## src/rtl/usr_pkg.sv

```systemverilog
package usr_pkg;
  localparam int unsigned WIDTH = 4;
  typedef enum logic [1:0] {
    MODE_HOLD  = 2'b00,
    MODE_DOWN  = 2'b10,
    MODE_UP    = 2'b01,
    MODE_LOAD  = 2'b11
  } mode_e;
endpackage

```

## src/rtl/usr_rst_sync.sv

```systemverilog
module usr_rst_sync (
  input  logic clk_i,
  input  logic rst_ni,
  output logic run_o
);
  always_ff @(posedge clk_i or negedge rst_ni) begin
    if (!rst_ni) run_o <= 1'b0;
    else         run_o <= 1'b1;
  end
endmodule

```

## src/rtl/usr_next_state.sv

```systemverilog
module usr_next_state
  import usr_pkg::*;
#(
  parameter int unsigned W = WIDTH
) (
  input  logic [1:0]   mode_i,
  input  logic         ser_hi_i,
  input  logic         ser_lo_i,
  input  logic [W-1:0] par_i,
  input  logic [W-1:0] q_i,
  output logic         en_o,
  output logic [W-1:0] d_o
);
  logic [W-1:0] up_v, down_v;
  assign up_v   = {q_i[W-2:0], ser_lo_i};
  assign down_v = {ser_hi_i, q_i[W-1:1]};
  assign en_o   = (mode_i != MODE_HOLD);

  for (genvar k = 0; k < W; k++) begin : g_bit
    always_comb begin
      unique case (mode_e'(mode_i))
        MODE_DOWN: d_o[k] = down_v[k];
        MODE_UP:   d_o[k] = up_v[k];
        MODE_LOAD: d_o[k] = par_i[k];
        default:   d_o[k] = q_i[k];
      endcase
    end
  end
endmodule

```

## src/rtl/univ_shift_reg.sv

```systemverilog
module univ_shift_reg
  import usr_pkg::*;
(
  input  logic             clk_i,
  input  logic             rst_ni,
  input  logic [1:0]       mode_i,
  input  logic             ser_hi_i,
  input  logic             ser_lo_i,
  input  logic [WIDTH-1:0] par_i,
  output logic [WIDTH-1:0] q_o
);
  logic             run;
  logic             en;
  logic [WIDTH-1:0] d;

  usr_rst_sync u_rst (.clk_i(clk_i), .rst_ni(rst_ni), .run_o(run));

  usr_next_state #(.W(WIDTH)) u_ns (
    .mode_i(mode_i), .ser_hi_i(ser_hi_i), .ser_lo_i(ser_lo_i),
    .par_i(par_i), .q_i(q_o), .en_o(en), .d_o(d)
  );

  always_ff @(posedge clk_i or negedge rst_ni) begin
    if (!rst_ni)        q_o <= '0;
    else if (run && en) q_o <= d;
  end

  AST_HOLD_STABLE: assert property (@(posedge clk_i) disable iff (!rst_ni)
    $past(rst_ni) && $past(mode_i) == 2'b00 |-> $stable(q_o));
  AST_SHIFT_DOWN: assert property (@(posedge clk_i) disable iff (!rst_ni)
    $past(run) && $past(mode_i) == 2'b10 |->
      q_o == {$past(ser_hi_i), $past(q_o[WIDTH-1:1])});
  AST_SHIFT_UP: assert property (@(posedge clk_i) disable iff (!rst_ni)
    $past(run) && $past(mode_i) == 2'b01 |->
      q_o == {$past(q_o[WIDTH-2:0]), $past(ser_lo_i)});
  AST_LOAD: assert property (@(posedge clk_i) disable iff (!rst_ni)
    $past(run) && $past(mode_i) == 2'b11 |-> q_o == $past(par_i));
  AST_CLEAR: assert property (@(posedge clk_i) !rst_ni |-> q_o == '0);
  AST_FIRST_EDGE: assert property (@(posedge clk_i) disable iff (!rst_ni)
    $rose(run) |-> q_o == '0);
endmodule

```

## config.mk

```make
export PLATFORM = sky130hd
export DESIGN_NAME = univ_shift_reg
export DESIGN_NICKNAME = d
export VERILOG_FILES = /design/src/rtl/usr_pkg.sv /design/src/rtl/usr_rst_sync.sv /design/src/rtl/usr_next_state.sv /design/src/rtl/univ_shift_reg.sv
export SDC_FILE = /design/constraint.sdc
export NUM_CORES = 1
export LEC_CHECK = 0
export ABC_AREA = 1
export BUFFER_PORTS_ARGS = -buffer_cell sky130_fd_sc_hd__buf_2
export CAP_MARGIN = 20
export CORE_AREA = 2 2 39 41
export CTS_CLUSTER_SIZE = 24
export DETAILED_ROUTE_END_ITERATION = 8
export DIE_AREA = 0 0 41 43
export PLACE_DENSITY_LB_ADDON = 0.3
export SLEW_MARGIN = 10
export SYNTH_ARGS = -nofsm -noshare
export SYNTH_HDL_FRONTEND = slang
export SYNTH_HIERARCHICAL = 1
export SYNTH_SLANG_ARGS = --single-unit
```

## constraint.sdc

```tcl
create_clock -name clk_i -period 2.4 [get_ports clk_i]
set_input_delay 0.12 -clock clk_i [delete_from_list [all_inputs] [get_ports clk_i]]
set_output_delay 0.12 -clock clk_i [all_outputs]
set_load 0.05 [all_outputs]
```

# ---- After elaboration in Yosys (flattened, before gate mapping)
# Index checks and enable logic that the tools add are counted.
# W data, S select, Z words.
dict set report totals {
  register_bits 5
  latch_bits 0
  ramBits 0
  romBits 0
  inputBits 10
  elab_cells 13
  mem_count 0
}
dict set report classes {
  addsub 0
  mul 0
  div 0
  order_cmp 0
  eq_ne 3
  shifts 0
  mux 4
  bitwise 0
  reduce_logical 4
}
# op n
set op_table {}
lappend op_table {{$pmux W1 S3} 4}
lappend op_table {{$eq A2 B2 Y1 const B} 2}
lappend op_table {{$reduce_bool A3 Y1} 1}
lappend op_table {{$eq A2 B1 Y1 const B} 1}
lappend op_table {{$reduce_and A2 Y1} 1}
lappend op_table {{$reduce_bool A2 Y1} 1}
lappend op_table {{$logic_and A1 B1 Y1} 1}

# ---- Logic depth before layout (Yosys ltp)
dict set report depth {
  depth_word 3
  ltp_mapped 6
  depth_no_buf 5
}

# ---- By module
# Netlist, hierarchy kept.
# module n_inst cells_per_inst area_each_um2 seq_area_each_um2
set by_module_without_submodules {}
lappend by_module_without_submodules {univ_shift_reg 1 17 156.4 100.1}
lappend by_module_without_submodules {usr_next_state 1 26 153.9 0.0}
lappend by_module_without_submodules {usr_rst_sync 1 2 28.8 25.0}

# ---- Worst setup path before layout
# Ideal clock, no wire load.
dict set report synth_timing {
  kind {register to register}
  start {register q_o[2]}
  end {register q_o[1]}
  setup_ns 0.065
  arrival_time_ns 1.010
  setup_slack_ns 1.325
  path_stages_with_launch 5
  period_less_slack_ns 1.075
  path_cell_list {dfrtp_1 -> nand3_1 -> nand4_1 -> nand3_1 -> nand2_1}
}
dict set report synth_via {
  elab_chain_len 1
}
# element line
set synth_rtl {}
lappend synth_rtl {{start: declaration} univ_shift_reg.sv:10} ;# output logic [WIDTH-1:0] q_o
lappend synth_rtl {{start signal: assignment} univ_shift_reg.sv:24} ;# if (!rst_ni) q_o <= '0;
lappend synth_rtl {{start signal: assignment} univ_shift_reg.sv:25} ;# else if (run && en) q_o <= d;
lappend synth_rtl {{$pmux W1 S3} usr_next_state.sv:21} ;# unique case (mode_e'(mode_i))
lappend synth_rtl {{named net d[1]} univ_shift_reg.sv:14} ;# logic [WIDTH-1:0] d;
# The timed path passes the listed nets, and every way through them passes these cells.
# A chain may end at the register's enable or synchronous reset.

# ---- Final worst setup path
dict set report layout_timing {
  start {register q_o[2]}
  end {output port q_o[2]}
}
# No word-level cell between the ends.

==> flow_metrics.py <==
metrics = {
    "status": {
        "outcome": "complete, no violations",
    },
    "cells_and_area": {
        "diodes": 0,
        "final-seq-area_um2": 125,
        "multi_input_area_um2": 180,
        "fill_cells": 161,
        "final_nets": 72,
        "syn_to_final_growth_pct": 29.2,
        "final_cell_mix": "nand3_1 (16), buf_2 (13), nand2_1 (12), dfrtp_1 (5), nand4_1 (4)",
        "layout_commonest_cell": "nand3_1",
        "drive_gt1_frac": 0.328,
        "final_cells": 77,
    },
    "clocking": {
        "numClockSinks": 5,
        "htreeDepth": 1,
        "path_clk_slew_ps": 40,
        "ctsLongestPathBuffers": 2,
        "cts-buffers-inserted": 3,
        "cts_tree": "yes",
        "cts_root_buf": "clkbuf_4",
        "clock_latency_ps": 240,
    },
    "synthesis": {
        "yosysWarnings": 6,
        "synthCells": 45,
        "synth_area_per_cell_um2": 7.54,
        "ys_types": 10,
        "syn_nets": 55,
        "ys_seq_elements": 5,
        "syn-cell-area_um2": 339,
        "synth-seq-area-share": 0.369,
    },
    "drt": {
        "routedWlPerCell_um": 10.5,
        "drt-pass1-iter-count": 4,
        "drtIter0Drc": 14,
        "vias_per_cell": 4.55,
        "wirelength_um": 809,
        "drc": 0,
        "num_vias": 350,
        "final_antenna_net_count": 0,
    },
    "power_and_ir_drop": {
        "leakage_uw": 0.000231,
        "finalPower_uw": 307,
        "p_per_area_nw_per_um2": 701,
        "max-vdd-ir-drop_mv": 0.248,
    },
    "worst_setup_path": {
        "path_cells": "buf_2",
        "timing.critical_path.fanout_max": 5,
        "slowest_stage": "dfrtp_1",
        "end_kind": "output port",
        "slowest_delay_ps": 400,
        "worst-endpoint-arrival_ps": 930,
        "crit_family": "flip-flops",
        "crit_buf_inv": 1,
        "crit_type": "register to output port",
        "startpoint_type": "register",
        "crit_required_ps": 2280,
    },
    "floorplan": {
        "core_um2": 1380,
        "die_w_um": 41,
        "rows": 14,
        "dieArea_um2": 1760,
        "ioPinCount": 14,
        "start_util": 0.245,
        "die_h_um": 43,
    },
    "global_route": {
        "grt_overflow": 0,
        "grt_pass1_wl_um": 1240,
        "grt.total_usage": 0.105,
        "grt_max_degree": 11,
        "antenna_found_initial": 0,
        "grt_pass1_vias": 309,
    },
    "timing": {
        "fin_crit_sh": 0.438,
        "max_freq_mhz": 951,
        "fin_setup_tns_ps": 0,
        "fin_crit_ps": 1050,
        "rsz0062_at_grt": "no",
        "setup_viol": 0,
        "hold_violations": 0,
        "finClkSkew_ps": 1.49,
        "drv_slew": 0,
    },
    "placed_design": {
        "placed_cells": 72,
        "dp_hpwl_um": 619,
        "portBuffers": 13,
        "gp_congestion": 0.733,
    },
    "job": {
        "cap_violations": 0,
    },
    "hold_path": {
        "hp-class": "primary input to asynchronous set/reset pin",
    },
}
cells by family after synthesis:
logic type / count (synthesis) / share of synthesized area
AND/OR/NAND/NOR: 34 / 0.520
flip-flops: 5 / 0.369
other: 1 / 0.0111
buffers and inverters: 5 / 0.0996
path summary, 6_finish.rpt:
kind,from,endpoint,depth (start not counted),slack [ps]
max reg2reg,q_o[2]$_DFFE_PN0P_,q_o[3]$_DFFE_PN0P_,4,1510
max in group asynchronous,rst_ni,u_rst/run_o$_DFF_PN0_,2,2050
min,rst_ni,q_o[1]$_DFFE_PN0P_,2,230
max,q_o[2]$_DFFE_PN0P_,q_o[2],1,1350
min in group clk_i,par_i[2],q_o[2]$_DFFE_PN0P_,5,290
min reg2reg,q_o[0]$_DFFE_PN0P_,q_o[0]$_DFFE_PN0P_,2,530
cell type report:
cell class | count | share of cell area
Clock buffer | 4 | 0.0600
Inverter | 3 | 0.0257
Multi-Input combinational cell | 35 | 0.411
Tap cell | 16 | 0.0457
Sequential cell | 5 | 0.286
Timing Repair Buffer | 14 | 0.171
state kept, by name, summed over array words and instances, names as in the netlist:
name,flops
u_rst/run_o,1
q_o,4
layer usage:
metal	vias up	routed length [µm]	global-route usage
li1	186	-	-
met1	153	389	0.149
met2	11	368	0.147
met3	0	51	0
met4	0	0	0.0800
met5	-	0	0
report_power, final:
group,switching (µW),total (µW),internal [µW]
sequential,14.6,112,97.1
clock,30.3,92.8,62.6
combinational,73.4,102,28.9
total,118,307,189
stage by stage:
step	hold slack, ps	setup WS, ps	utilization	instance area [µm²]
2_1_floorplan	-176	1320	-	339
3_3_place_gp	-63.6	1510	0.290	402
3_5_place_dp	-64.3	1500	0.290	402
4_1_cts	209	1340	0.316	438
5_1_grt	254	1310	0.316	438
6_report	226	1350	0.316	438
cells in the mapped netlist:
cell	instances	area share
buf_6	2	0.066
conb_1	1	0.011
dfrtp_1	5	0.37
inv_1	1	0.011
inv_2	2	0.022
nand2_1	12	0.13
nand2_2	1	0.018
nand3_1	16	0.24
nand4_1	4	0.074
nor2_8	1	0.059
worst register-to-register path, delay by kind of cell (launching register included):
kind | cells | cell delay, ps
flops | 1 | 410
simple gates | 4 | 370
repair_timing:
item	in CTS	in global routing
hold endpoints to repair	5	0
hold buffers	1	0
resized for setup	0	0
buffers inserted	0	0
No activity file was read; power rests on OpenSTA's default activity.
